<file path="src/rtl/wdt_pkg.sv">
package wdt_pkg;

    localparam int ADDR_W = 4;
    localparam int REG_W  = 16;
    localparam int BYTE_W = 8;

    // register word addresses
    localparam logic [ADDR_W-1:0] A_RELOAD = 4'd0;
    localparam logic [ADDR_W-1:0] A_DIN    = 4'd1;
    localparam logic [ADDR_W-1:0] A_DOUT   = 4'd2;
    localparam logic [ADDR_W-1:0] A_STAT1  = 4'd3;
    localparam logic [ADDR_W-1:0] A_STAT2  = 4'd4;
    localparam logic [ADDR_W-1:0] A_CTRL1  = 4'd5;
    localparam logic [ADDR_W-1:0] A_CTRL2  = 4'd6;
    localparam logic [ADDR_W-1:0] A_TMO    = 4'd7;
    localparam logic [ADDR_W-1:0] A_MSG    = 4'd8;
    localparam logic [ADDR_W-1:0] A_SWIRQ  = 4'd9;

    // bit positions
    localparam int B_ST1_DIN  = 1;
    localparam int B_ST1_DOUT = 2;
    localparam int B_ST1_TMO  = 3;
    localparam int B_ST2_SEC  = 1;
    localparam int B_ST2_BOOT = 2;
    localparam int B_C1_IRQEN = 9;
    localparam int B_C1_HALT  = 11;
    localparam int B_C1_LOCK  = 12;

    // reset values
    localparam logic [REG_W-1:0]  CTRL2_RST = 16'h0008;
    localparam logic [BYTE_W-1:0] SWIRQ_RST = 8'h03;

    typedef struct packed {
        logic tmo;
        logic dout;
        logic din;
    } stat1_t;

    typedef struct packed {
        logic boot;
        logic second;
    } stat2_t;

    typedef struct packed {
        logic lock;
        logic halt;
        logic irq_en;
    } ctrl1_t;

    function automatic logic [REG_W-1:0] pack_stat1(input stat1_t s);
        logic [REG_W-1:0] v;
        v = '0;
        v[B_ST1_TMO]  = s.tmo;
        v[B_ST1_DOUT] = s.dout;
        v[B_ST1_DIN]  = s.din;
        return v;
    endfunction

    function automatic logic [REG_W-1:0] pack_stat2(input stat2_t s);
        logic [REG_W-1:0] v;
        v = '0;
        v[B_ST2_SEC]  = s.second;
        v[B_ST2_BOOT] = s.boot;
        return v;
    endfunction

    function automatic logic [REG_W-1:0] pack_ctrl1(input ctrl1_t c);
        logic [REG_W-1:0] v;
        v = '0;
        v[B_C1_LOCK]  = c.lock;
        v[B_C1_HALT]  = c.halt;
        v[B_C1_IRQEN] = c.irq_en;
        return v;
    endfunction

endpackage

</file>
<file path="src/rtl/wdt_counter.sv">
module wdt_counter #(
    parameter int CNT_W = 10
) (
    input  logic             clk,
    input  logic             rst,
    input  logic             tick_en,
    input  logic             halt,
    input  logic             load,
    input  logic [CNT_W-1:0] tmo_val,
    output logic [CNT_W-1:0] count,
    output logic             expire
);
    localparam logic [CNT_W-1:0] ONE = CNT_W'(1);

    logic [CNT_W-1:0] start_val;
    logic             advance;

    // zero timeout behaves as a single tick
    assign start_val = (tmo_val == '0) ? ONE : tmo_val;
    assign advance   = tick_en && !halt && !load;
    assign expire    = advance && (count <= ONE);

    always_ff @(posedge clk) begin
        if (rst) begin
            count <= '0;
        end else if (load) begin
            count <= start_val;
        end else if (advance) begin
            if (count <= ONE) begin
                count <= start_val;
            end else begin
                count <= count - ONE;
            end
        end
    end
endmodule

</file>
<file path="src/rtl/wdt_escalate.sv">
module wdt_escalate (
    input  logic clk,
    input  logic rst,
    input  logic expire,
    input  logic first_pending,
    input  logic no_reboot_i,
    output logic set_first,
    output logic set_second,
    output logic reboot_o
);
    assign set_first  = expire && !first_pending;
    assign set_second = expire && first_pending;

    always_ff @(posedge clk) begin
        if (rst) begin
            reboot_o <= 1'b0;
        end else begin
            reboot_o <= set_second && !no_reboot_i;
        end
    end
endmodule

</file>
<file path="src/rtl/wdt_regs.sv">
module wdt_regs
    import wdt_pkg::*;
#(
    parameter int CNT_W = 10
) (
    input  logic              clk,
    input  logic              rst,
    input  logic [ADDR_W-1:0] bus_addr,
    input  logic              bus_we,
    input  logic [REG_W-1:0]  bus_wdata,
    output logic [REG_W-1:0]  bus_rdata,
    input  logic [CNT_W-1:0]  count,
    input  logic              set_first,
    input  logic              set_second,
    output logic [CNT_W-1:0]  tmo_val,
    output logic              load,
    output ctrl1_t            ctrl1,
    output stat1_t            stat1,
    output stat2_t            stat2
);
    localparam logic [CNT_W-1:0] TMO_RST = CNT_W'(4);

    logic [BYTE_W-1:0] din_q;
    logic [BYTE_W-1:0] dout_q;
    logic [REG_W-1:0]  ctrl2_q;
    logic [REG_W-1:0]  msg_q;
    logic [BYTE_W-1:0] swirq_q;
    logic              wr_din;
    logic              wr_dout;

    assign load    = bus_we && (bus_addr == A_RELOAD);
    assign wr_din  = bus_we && (bus_addr == A_DIN);
    assign wr_dout = bus_we && (bus_addr == A_DOUT);

    always_ff @(posedge clk) begin
        if (rst) begin
            din_q   <= '0;
            dout_q  <= '0;
            ctrl2_q <= CTRL2_RST;
            msg_q   <= '0;
            swirq_q <= SWIRQ_RST;
            tmo_val <= TMO_RST;
            ctrl1   <= '0;
            stat1   <= '0;
            stat2   <= '0;
        end else begin
            if (bus_we) begin
                unique case (bus_addr)
                    A_DIN:   din_q   <= bus_wdata[BYTE_W-1:0];
                    A_DOUT:  dout_q  <= bus_wdata[BYTE_W-1:0];
                    A_CTRL2: ctrl2_q <= bus_wdata;
                    A_MSG:   msg_q   <= bus_wdata;
                    A_SWIRQ: swirq_q <= bus_wdata[BYTE_W-1:0];
                    A_TMO:   tmo_val <= bus_wdata[CNT_W-1:0];
                    A_CTRL1: begin
                        ctrl1.halt   <= bus_wdata[B_C1_HALT];
                        ctrl1.irq_en <= bus_wdata[B_C1_IRQEN];
                        ctrl1.lock   <= ctrl1.lock | bus_wdata[B_C1_LOCK];
                    end
                    A_STAT1: begin
                        stat1.tmo  <= stat1.tmo  & ~bus_wdata[B_ST1_TMO];
                        stat1.dout <= stat1.dout & ~bus_wdata[B_ST1_DOUT];
                        stat1.din  <= stat1.din  & ~bus_wdata[B_ST1_DIN];
                    end
                    A_STAT2: begin
                        stat2.second <= stat2.second & ~bus_wdata[B_ST2_SEC];
                        stat2.boot   <= stat2.boot   & ~bus_wdata[B_ST2_BOOT];
                    end
                    default: ;
                endcase
            end
            // set events override a same-cycle clear
            if (set_first)  stat1.tmo  <= 1'b1;
            if (wr_din)     stat1.din  <= 1'b1;
            if (wr_dout)    stat1.dout <= 1'b1;
            if (set_second) begin
                stat2.second <= 1'b1;
                stat2.boot   <= 1'b1;
            end
        end
    end

    always_comb begin
        bus_rdata = '0;
        unique case (bus_addr)
            A_RELOAD: bus_rdata = {{(REG_W-CNT_W){1'b0}}, count};
            A_DIN:    bus_rdata = {{(REG_W-BYTE_W){1'b0}}, din_q};
            A_DOUT:   bus_rdata = {{(REG_W-BYTE_W){1'b0}}, dout_q};
            A_STAT1:  bus_rdata = pack_stat1(stat1);
            A_STAT2:  bus_rdata = pack_stat2(stat2);
            A_CTRL1:  bus_rdata = pack_ctrl1(ctrl1);
            A_CTRL2:  bus_rdata = ctrl2_q;
            A_TMO:    bus_rdata = {{(REG_W-CNT_W){1'b0}}, tmo_val};
            A_MSG:    bus_rdata = msg_q;
            A_SWIRQ:  bus_rdata = {{(REG_W-BYTE_W){1'b0}}, swirq_q};
            default:  bus_rdata = '0;
        endcase
    end
endmodule

</file>
<file path="src/rtl/wdt_twostage.sv">
module wdt_twostage
    import wdt_pkg::*;
#(
    parameter int CNT_W = 10
) (
    input  logic              clk,
    input  logic              rst,
    input  logic              tick_en,
    input  logic              no_reboot_i,
    input  logic [ADDR_W-1:0] bus_addr,
    input  logic              bus_we,
    input  logic [REG_W-1:0]  bus_wdata,
    output logic [REG_W-1:0]  bus_rdata,
    output logic              irq_o,
    output logic              reboot_o
);
    logic [CNT_W-1:0] count;
    logic [CNT_W-1:0] tmo_val;
    logic             load;
    logic             expire;
    logic             set_first;
    logic             set_second;
    ctrl1_t           ctrl1;
    stat1_t           stat1;
    stat2_t           stat2;

    wdt_regs #(.CNT_W(CNT_W)) regs_i (
        .clk        (clk),
        .rst        (rst),
        .bus_addr   (bus_addr),
        .bus_we     (bus_we),
        .bus_wdata  (bus_wdata),
        .bus_rdata  (bus_rdata),
        .count      (count),
        .set_first  (set_first),
        .set_second (set_second),
        .tmo_val    (tmo_val),
        .load       (load),
        .ctrl1      (ctrl1),
        .stat1      (stat1),
        .stat2      (stat2)
    );

    wdt_counter #(.CNT_W(CNT_W)) cnt_i (
        .clk     (clk),
        .rst     (rst),
        .tick_en (tick_en),
        .halt    (ctrl1.halt),
        .load    (load),
        .tmo_val (tmo_val),
        .count   (count),
        .expire  (expire)
    );

    wdt_escalate esc_i (
        .clk           (clk),
        .rst           (rst),
        .expire        (expire),
        .first_pending (stat1.tmo),
        .no_reboot_i   (no_reboot_i),
        .set_first     (set_first),
        .set_second    (set_second),
        .reboot_o      (reboot_o)
    );

    assign irq_o = stat1.tmo && ctrl1.irq_en;
endmodule

</file>
<file path="config.mk">
export PLATFORM = sky130hd
export DESIGN_NAME = wdt_twostage
export DESIGN_NICKNAME = d
export VERILOG_FILES = /design/src/rtl/wdt_pkg.sv /design/src/rtl/wdt_counter.sv /design/src/rtl/wdt_escalate.sv /design/src/rtl/wdt_regs.sv /design/src/rtl/wdt_twostage.sv
export SDC_FILE = /design/constraint.sdc
export NUM_CORES = 1
export LEC_CHECK = 0
export ABC_AREA = 0
export BUFFER_PORTS_ARGS = -buffer_cell sky130_fd_sc_hd__clkbuf_2
export CORE_MARGIN = 2
export CORE_UTILIZATION = 25
export CTS_BUF_LIST = sky130_fd_sc_hd__clkbuf_2 sky130_fd_sc_hd__clkbuf_4 sky130_fd_sc_hd__clkbuf_8
export CTS_CLUSTER_SIZE = 20
export DETAILED_ROUTE_END_ITERATION = 8
export PLACE_DENSITY = 0.44
export SYNTH_ARGS = -nofsm -noshare
export SYNTH_HDL_FRONTEND = slang
export SYNTH_HIERARCHICAL = 1
export SYNTH_SLANG_ARGS = --single-unit
</file>
<file path="constraint.sdc">
create_clock -name clk -period 2.5 [get_ports clk]
set_clock_uncertainty 0.15 [all_clocks]
set_input_delay 0.25 -clock clk [delete_from_list [all_inputs] [get_ports clk]]
set_output_delay 0.25 -clock clk [all_outputs]
set_load 0.005 [all_outputs]
</file>
==> results.cfg <==
[worst_setup_path]
cp.required_ns = 2.64
crit_arrival_ns = 2.36
critical-path-top-delay-family = compound AO/OA/AOI/OAI gates
crit_chain = inv_1 > ha_1 > or2_1 > and2_1 > a31oi_4 > nor2_1 > a2111oi_1
critPathCaptureType = flop
crit_buf_inv = 1
crit_type = reg2reg
max_stage_delay_ns = 0.46
startpoint_type = flop
path_max_fanout = 10
slowest_stage = dfxtp_1

[sta]
setup_viol = 0
maxSlewHeadroom = 0.512
fmax_mhz = 450
rsz0062_at_grt = no
finalMaxSlewViolations = 0
tightest_slew_ns = 0.732
period_share = 0.889
fin_ws_ns = 0.277
min_period_ns = 2.22
finalSetupTns_ns = 0
hold_viol = 0

[finish]
layout_common_cells = 85 x dfxtp_1, 76 x a21oi_1, 72 x nand3_1, 72 x o21ai_0, 42 x clkbuf_2
diodes = 0
area_growth_pct = 16.9
instances_no_fill = 803
drive_gt1_frac = 0.180
final_common_cell = dfxtp_1
final_util = 0.299
layout.nets = 600

[global_route]
grt_pass1_wl_um = 24400
antenna_found_initial = 0
grtUsageTotal = 0.171
grt_max_degree = 55
gr-total-overflow = 0
grt_pass1_vias = 4109

[synth]
synth_top_family_by_area = compound AO/OA/AOI/OAI gates
synth_warnings = 6
synth_compound_area_frac = 0.252
yosysSeqAreaShare = 0.383
syn_inst = 535
synthesis.area_um2 = 4440
syn_avg_cell_area_um2 = 8.30
synth_cell_type_count = 62
synth_top_flop_cell = dfxtp_1
synthXorXnorAreaFrac = 0.00394
synth_mux_area_frac = 0.0685
ys_seq_elements = 85
yosys.area_share.simple = 0.212
synth_edf_count = 0
synth_nets = 562
synth_fa_ha_area_frac = 0.00563
synthArstFlopShare = 0

[routing]
wl_met2_um = 7170
route.met3.wl_um = 789
vias = 4328
drc = 0
via_per_inst = 5.39
post_drt_wl_per_cell_um = 19.4
ant_nets = 0
met1_length_um = 7440
first_pass_iters = 5
wirelength_um = 15600
top_layer = met4
drtIter0Drc = 350

[job]
drv_cap = 0

[clock_network]
cts_resized = 0
ctsHtreeMaxLevel = 3
cts_sinks = 85
postCtsSetupBuffers = 0
root_buffer = clkbuf_8
cts_tree = done
cts_buffers = 9
clkLatencyLatePin_ns = 0.40
clkTransAtPathRegs_ns = 0.10
postCtsHoldBufs = 9
clock_path_buffers = 2

[placed_design]
dp.final_hpwl_um = 10500
place_ws_ns = 0.302
dp_cells = 778
port_buffers = 42
globalplace.congestion = 0.832

[power]
p_leak_uw = 0.00180
powerDensity_nw_per_um2 = 701
total_power_uw = 3640
ir_drop_uv = 305

[run_status]
status = finished, final reports clean

[die]
initial_core_util = 0.256
rows = 48
die_y_um = 137
dieWidth_um = 137
fp.dieArea_um2 = 18800
core_um2 = 17400
pin_count = 43

[min_path]
holdCritPathClass = in2reg
==> worst register-to-register path: cells and delay by family, from the launching register on <==
family                     cells  cell delay, ns
DFF                            1            0.46
adders and majority gates      1            0.24
buffers and inverters          1            0.11
AOI/OAI and AO/OA              2            0.65
and+or+nand+nor                3            0.51
==> where the power goes <==
part / switching (µW) / leakage, µW / internal (µW) / total [µW]
sequential: 126 / 0.000688 / 1440 / 1570
combinational: 588 / 0.00101 / 430 / 1020
clock: 532 / 0.000100 / 523 / 1050
==> sequential cells by signal, summed over array words and instances, names as in the netlist <==
| register | count |
|---|---|
| regs_i/stat1 | 3 |
| regs_i/msg_q | 16 |
| regs_i/din_q | 8 |
| regs_i/ctrl2_q | 16 |
| cnt_i/count | 10 |
| regs_i/stat2 | 2 |
| esc_i/reboot_o | 1 |
| regs_i/tmo_val | 10 |
| regs_i/swirq_q | 8 |
| regs_i/dout_q | 8 |
| regs_i/ctrl1 | 3 |
==> through the flow <==
| step | hold slack (ns) | cell area [µm²] |
|---|---|---|
| finish | 0.0407 | 5190 |
| global route | 0.0471 | 5190 |
| CTS | 0.0230 | 5190 |
| detailed placement | 0.304 | 4900 |
| global placement | 0.293 | 4900 |
| floorplan | 0.248 | 4440 |
==> final timing paths <==
path / cells past startpoint / end / slack (ns) / startpoint
worst max-delay path: 7 / cnt_i/count[1]$_SDFFE_PP0P_ / 0.28 / cnt_i/count[0]$_SDFFE_PP0P_
worst min-delay path: 3 / regs_i/din_q[5]$_SDFFE_PP0P_ / 0.04 / bus_wdata[5]
worst max register to register: 7 / cnt_i/count[1]$_SDFFE_PP0P_ / 0.28 / cnt_i/count[0]$_SDFFE_PP0P_
worst min register to register: 1 / regs_i/swirq_q[0]$_SDFFE_PP1P_ / 0.33 / regs_i/swirq_q[0]$_SDFFE_PP1P_
==> cells by family after synthesis <==
logic type      count (synthesis)
fa+ha+maj                       2
mux                            25
compound gates                193
flops                          85
simple gates                  164
xor+xnor                        2
buf+inv                        64
==> final cells by class <==
class | instances | area [µm²]
well taps | 225 | 282
repair buffers | 80 | 556
clock inverters | 3 | 45.0
inverters | 11 | 41.3
flip-flops and latches | 85 | 1700
clock buffers | 13 | 160
fillers | 1839 | 12200
multi-input cells | 386 | 2410
==> cells in the mapped netlist (7+ instances only) <==
master | n | area, µm²
a21oi_1 | 76 | 380
a22oi_1 | 7 | 52.6
buf_2 | 17 | 85.1
clkbuf_1 | 19 | 71.3
dfxtp_1 | 85 | 1700
inv_1 | 11 | 41.3
mux2i_1 | 18 | 180
nand2_1 | 16 | 60.1
nand3_1 | 72 | 360
nor2_1 | 16 | 60.1
nor3_1 | 7 | 35.0
o21ai_0 | 72 | 360
==> per-layer routing <==
layer / GRT usage / up-vias
met5: 0 / -
met2: 0.263 / 130
met1: 0.246 / 2134
met4: 0.0452 / 0
met3: 0.0280 / 14
li1: - / 2050
Power figures use the tool's default switching activity.
